`src/rtl/cfg_scan_pkg.sv`:
```
package cfg_scan_pkg;

    localparam int DEF_ROW_LEN = 264;
    localparam int DEF_IDX_W   = 9;

    typedef enum logic {
        SEQ_IDLE  = 1'b0,
        SEQ_SHIFT = 1'b1
    } seq_state_e;

    // value presented for one row position
    function automatic logic mark_value(input logic hit, input logic fill);
        return hit ? ~fill : fill;
    endfunction

endpackage

```
`src/rtl/cfg_scan_capture.sv`:
```
module cfg_scan_capture #(
    parameter int ROW_LEN = cfg_scan_pkg::DEF_ROW_LEN,
    parameter int IDX_W   = cfg_scan_pkg::DEF_IDX_W
) (
    input  logic             clk,
    input  logic             rst,
    input  logic             accept,
    input  logic [IDX_W-1:0] ins_point,
    input  logic             dummy_bit,
    output logic [IDX_W-1:0] sel_idx,
    output logic             fill_val
);
    localparam logic [IDX_W-1:0] LAST_IDX = IDX_W'(ROW_LEN - 1);

    logic [IDX_W-1:0] clamped;

    // out-of-range requests land on the leftmost position
    always_comb begin
        if (ins_point > LAST_IDX) clamped = LAST_IDX;
        else                      clamped = ins_point;
    end

    always_ff @(posedge clk) begin
        if (rst) begin
            sel_idx  <= '0;
            fill_val <= 1'b0;
        end else if (accept) begin
            sel_idx  <= clamped;
            fill_val <= dummy_bit;
        end
    end

    a_r5_index_in_row: assert property (@(posedge clk) disable iff (rst)
        accept |=> (sel_idx <= LAST_IDX));

    a_r8_hold_when_idle_req: assert property (@(posedge clk) disable iff (rst)
        !accept |=> ($stable(sel_idx) && $stable(fill_val)));

endmodule

```
`src/rtl/cfg_scan_seq.sv`:
```
module cfg_scan_seq #(
    parameter int ROW_LEN = cfg_scan_pkg::DEF_ROW_LEN,
    parameter int IDX_W   = cfg_scan_pkg::DEF_IDX_W
) (
    input  logic             clk,
    input  logic             rst,
    input  logic             start_req,
    output logic             accept,
    output logic             busy,
    output logic             idle,
    output logic [IDX_W-1:0] pos
);
    import cfg_scan_pkg::*;

    localparam logic [IDX_W-1:0] FIRST_POS = IDX_W'(ROW_LEN - 1);

    seq_state_e state;

    assign idle   = (state == SEQ_IDLE);
    assign busy   = (state == SEQ_SHIFT);
    assign accept = idle && start_req;

    always_ff @(posedge clk) begin
        if (rst) begin
            state <= SEQ_IDLE;
            pos   <= '0;
        end else begin
            unique case (state)
                SEQ_IDLE: begin
                    if (start_req) begin
                        state <= SEQ_SHIFT;
                        pos   <= FIRST_POS;
                    end
                end
                SEQ_SHIFT: begin
                    if (pos == '0) state <= SEQ_IDLE;
                    else           pos   <= pos - 1'b1;
                end
                default: state <= SEQ_IDLE;
            endcase
        end
    end

    a_r6_accept_goes_busy: assert property (@(posedge clk) disable iff (rst)
        accept |=> (busy && !idle && pos == FIRST_POS));

    a_r2_step_down: assert property (@(posedge clk) disable iff (rst)
        (busy && pos != '0) |=> (busy && pos == $past(pos) - 1'b1));

    a_r7_ready_after_last: assert property (@(posedge clk) disable iff (rst)
        (busy && pos == '0) |=> idle);

    a_r3_leftmost_first: assert property (@(posedge clk) disable iff (rst)
        $rose(busy) |-> (pos == FIRST_POS));

endmodule

```
`src/rtl/cfg_scan_bitgen.sv`:
```
module cfg_scan_bitgen #(
    parameter int IDX_W = cfg_scan_pkg::DEF_IDX_W
) (
    input  logic             clk,
    input  logic             rst,
    input  logic             active,
    input  logic [IDX_W-1:0] pos,
    input  logic [IDX_W-1:0] sel_idx,
    input  logic             fill_val,
    output logic             scan_bit
);
    import cfg_scan_pkg::*;

    always_comb begin
        if (active) scan_bit = mark_value(pos == sel_idx, fill_val);
        else        scan_bit = 1'b0;
    end

    a_r4_fill_elsewhere: assert property (@(posedge clk) disable iff (rst)
        (active && pos != sel_idx) |-> (scan_bit == fill_val));

    a_r4_marker_inverted: assert property (@(posedge clk) disable iff (rst)
        (active && pos == sel_idx) |-> (scan_bit != fill_val));

endmodule

```
`src/rtl/cfg_scan_ctrl.sv`:
```
module cfg_scan_ctrl #(
    parameter int ROW_LEN = cfg_scan_pkg::DEF_ROW_LEN,
    parameter int IDX_W   = $clog2(ROW_LEN)
) (
    input  logic             clk,
    input  logic             rst,
    input  logic             cfg_start,
    input  logic [IDX_W-1:0] ins_point,
    input  logic             dummy_bit,
    output logic             ready,
    output logic             scan_en,
    output logic             gate_bypass,
    output logic             scan_bit
);
    logic             accept;
    logic             busy;
    logic             idle;
    logic [IDX_W-1:0] pos;
    logic [IDX_W-1:0] sel_idx;
    logic             fill_val;

    cfg_scan_seq #(.ROW_LEN(ROW_LEN), .IDX_W(IDX_W)) u_seq (
        .clk       (clk),
        .rst       (rst),
        .start_req (cfg_start),
        .accept    (accept),
        .busy      (busy),
        .idle      (idle),
        .pos       (pos)
    );

    cfg_scan_capture #(.ROW_LEN(ROW_LEN), .IDX_W(IDX_W)) u_cap (
        .clk       (clk),
        .rst       (rst),
        .accept    (accept),
        .ins_point (ins_point),
        .dummy_bit (dummy_bit),
        .sel_idx   (sel_idx),
        .fill_val  (fill_val)
    );

    cfg_scan_bitgen #(.IDX_W(IDX_W)) u_bits (
        .clk      (clk),
        .rst      (rst),
        .active   (busy),
        .pos      (pos),
        .sel_idx  (sel_idx),
        .fill_val (fill_val),
        .scan_bit (scan_bit)
    );

    assign ready       = idle;
    assign scan_en     = busy;
    assign gate_bypass = busy;

    a_r9_ready_excl_enable: assert property (@(posedge clk) disable iff (rst)
        !(ready && scan_en));

    a_r9_bypass_tracks_enable: assert property (@(posedge clk) disable iff (rst)
        gate_bypass == scan_en);

    a_r1_reset_idle: assert property (@(posedge clk)
        $past(rst) |-> (ready && !scan_en && !scan_bit));

endmodule

```
`config.mk`:
```
export PLATFORM = sky130hd
export DESIGN_NAME = cfg_scan_ctrl
export DESIGN_NICKNAME = d
export VERILOG_FILES = /design/src/rtl/cfg_scan_pkg.sv /design/src/rtl/cfg_scan_capture.sv /design/src/rtl/cfg_scan_seq.sv /design/src/rtl/cfg_scan_bitgen.sv /design/src/rtl/cfg_scan_ctrl.sv
export SDC_FILE = /design/constraint.sdc
export NUM_CORES = 1
export LEC_CHECK = 0
export BUFFER_PORTS_ARGS = -buffer_cell sky130_fd_sc_hd__buf_2
export CAP_MARGIN = 15
export CORE_UTILIZATION = 40
export DETAILED_ROUTE_END_ITERATION = 8
export PLACE_DENSITY_LB_ADDON = 0.25
export SLEW_MARGIN = 10
export SYNTH_ARGS = -nofsm -noshare
export SYNTH_HDL_FRONTEND = slang
export SYNTH_SLANG_ARGS = --single-unit
```
`constraint.sdc`:
```
create_clock -name clk -period 1.77 [get_ports clk]
set_input_delay 0 -clock clk [delete_from_list [all_inputs] [get_ports clk]]
set_output_delay 0 -clock clk [all_outputs]
set_load 0.02 [all_outputs]
```
==> impl_metrics.yaml <==
run_status:
  status: "complete, but fails checks"
  violations: "negative setup slack"
placed_design:
  place_congestion: 0.731
  io_buffers: 16
  hpwl_mm: 1.65
drt:
  drcViolationCount: 0
  route.met3.wl_um: 87
  via_per_inst: 5.34
  antenna_left: 0
  route.met2.wl_mm: 1.15
  drt_wl_total_mm: 2.34
  routedWlPerCell_um: 13.5
  vias: 930
  drt_iter0_drc: 14
  top_layer_used: "met4"
  drt_pre_antenna_iters: 4
  met1Wirelength_mm: 1.09
pwr:
  total_power_uw: 1090
  power.ir.vdd_worst_mv: 0.601
  power.density_nw_per_um2: 844
  leakagePower_uw: 0.000497
synth:
  syn_nets: 130
  yosysSeqAreaShare: 0.397
  postSynthAreaPerCell_um2: 8.69
  synthArstFlopShare: 0
  synthTopCellsByArea: "dfxtp_1, xnor2_1, a21oi_1"
  ys_ff_latch: 20
  syn-instance-count: 116
  synth_top_area_cell: "dfxtp_1"
  synthDistinctLibCells: 33
  synth_top_area_frac: 0.397
  synth-edff-count: 0
  synth_flop_cell: "dfxtp_1"
  yosysWarnings: 0
  mappedNetlistArea_um2: 1010
timing:
  worstMarginPinSlew_ns: 0.440
  skew_ns: 0.00711
  relSlewSlack: 0.706
  slew_violations: 0
  post-route-period-util: 1.02
  hold_viol: 0
  finalCriticalPeriod_ns: 1.80
  clock.fmax_mhz: 556
  rsz0062_at_grt: "yes"
  setup-violations-final: 1
  whs_ns: 0.00614
  final.setup.worst_slack_ns: -0.0297
global_routing:
  antenna_found_initial: 0
  grt_max_degree: 24
  grt_usage: 0.183
  overflow: 0
  grt_pass1_wl_mm: 3.65
  grt_pass1_vias: 819
finish:
  final_util: 0.562
  finalNetCount: 162
  drive_above_1_share: 0.295
  fill_cells: 224
  antenna-diode-count: 0
  area.growth.synth_to_final_pct: 27.9
die:
  die_w_um: 52.2
  start_util: 0.439
  fp-row-count: 17
  core-area_um2: 2300
  die-area_um2: 2730
  num_io_pins: 17
  die_h_um: 52.2
clock_network:
  root_buffer: "clkbuf_4"
  cts.sinks: 20
  clockBufferDepth: 2
  h-tree-depth: 1
  clock_latency_ns: 0.30
  cts_buffers: 3
  cts_tree: "done"
  clk_pin_slew_ns: 0.11
setup_path:
  critPathRequiredTime_ns: 1.97
  critPathMaxStageDelay_ns: 0.49
  rrSetupSlack_ns: -0.03
  crit_chain: "inv_2 -> ha_4 -> or4b_4 -> buf_4 -> o21ai_4 -> nor4_1 -> mux2_2"
  crit_path_max_fanout: 6
  startpoint_type: "register"
  worst_ep_arrival_time_ns: 2.00
  cp-end-kind: "register"
  critPathSlowestCell: "or4b_4"
  crit_type: "register to register"
worst_hold_path:
  hp-class: "primary input to register"
job:
  drv_cap: 0
sequential cells by signal, indices dropped and copies added (netlist names):
register and cells:
u_seq.busy 1, u_seq.pos 9, u_cap.sel_idx 9, u_cap.fill_val 1
cells in the final DEF, fill, tap and decap left out, types with 2 or more instances in the layout:
cell           instances
buf_4                 10
a21oi_1               11
nand2_1               11
inv_2                  2
clkbuf_4               3
buf_2                 16
dfxtp_1               18
nand3b_1               5
dlygate4sd3_1          7
nor2_1                 5
mux2_2                 2
or4_1                  3
o21a_1                 2
nor3_1                10
nor3b_1                3
xnor2_1                7
dfxtp_2                2
xor2_1                 3
nand3_1                4
a211oi_1               2
cell usage after synthesis (3+ instances only):
cell      instances
xor2_1            3
nor3_1           10
nand3b_1          5
nor2_1            5
or4_1             3
nand3_1           4
clkbuf_1          5
xnor2_1           7
inv_1             3
dfxtp_1          20
a21oi_1          11
nand2_1          11
nor3b_1           3
layout make-up:
type                            count  area, µm²  share of cell area
Sequential cell                    20        403               0.312
Timing Repair Buffer               34        236               0.183
Tap cell                           28       35.0              0.0272
Clock buffer                        3       22.5              0.0175
Inverter                            3       11.3             0.00873
Multi-Input combinational cell     86        582               0.451
routing by layer:
layer	GRT usage	up-vias
met5	0	-
met4	0.0263	0
met3	0.0522	2
met2	0.321	16
met1	0.225	434
li1	-	478
critical path, delay by kind of cell, from the launching register on:
family	cells	cell delay, ns
AOI/OAI and AO/OA	1	0.16
adders and majority gates	1	0.13
buffers and inverters	2	0.24
DFF	1	0.34
muxes	1	0.27
and+or+nand+nor	2	0.57
worst paths after layout:
path | start | end | cells past startpoint
max | u_seq.pos[0]$_SDFFE_PP0P_ | u_seq.pos[7]$_SDFFE_PP0P_ | 7
min | ins_point[0] | u_cap.sel_idx[0]$_SDFFE_PP0P_ | 3
max reg2reg | u_seq.pos[0]$_SDFFE_PP0P_ | u_seq.pos[7]$_SDFFE_PP0P_ | 7
min reg2reg | u_cap.sel_idx[7]$_SDFFE_PP0P_ | u_cap.sel_idx[7]$_SDFFE_PP0P_ | 2
power breakdown:
group / internal, µW / switching (µW)
clock: 79.2 / 132
sequential: 490 / 37.2
combinational: 176 / 175
through the flow:
stage,cells,worst slack (ns),TNS [ns],instance area (µm²)
2_1_floorplan,116,-0.0119,-0.0119,1010
3_3_place_gp,163,0.0201,0,1160
3_5_place_dp,163,-0.00234,-0.00234,1160
4_1_cts,173,-0.0273,-0.0273,1260
5_1_grt,174,-0.0776,-0.330,1290
6_report,174,-0.0297,-0.0297,1290
kinds of logic (layout without fill, tap and decap cells):
kind of cell,after synthesis,in the layout,synth area share
and+or+nand+nor,50,50,0.280
AOI/OAI and AO/OA,22,22,0.146
DFF,20,20,0.397
xor gates and xnor gates,10,10,0.0869
buffers and inverters,10,40,0.0447
muxes,3,3,0.0323
adders and majority gates,1,1,0.0124
what timing repair did:
| action | 4_1_cts | 5_1_grt |
|---|---|---|
| pin swaps | 1 | 0 |
| resized for setup | 0 | 8 |
| hold buffers | 7 | 0 |
| hold endpoints to repair | 7 | 0 |
| endpoints found under the setup margin | 2 | 4 |
| setup buffers | 0 | 1 |
Power figures use the tool's default switching activity.
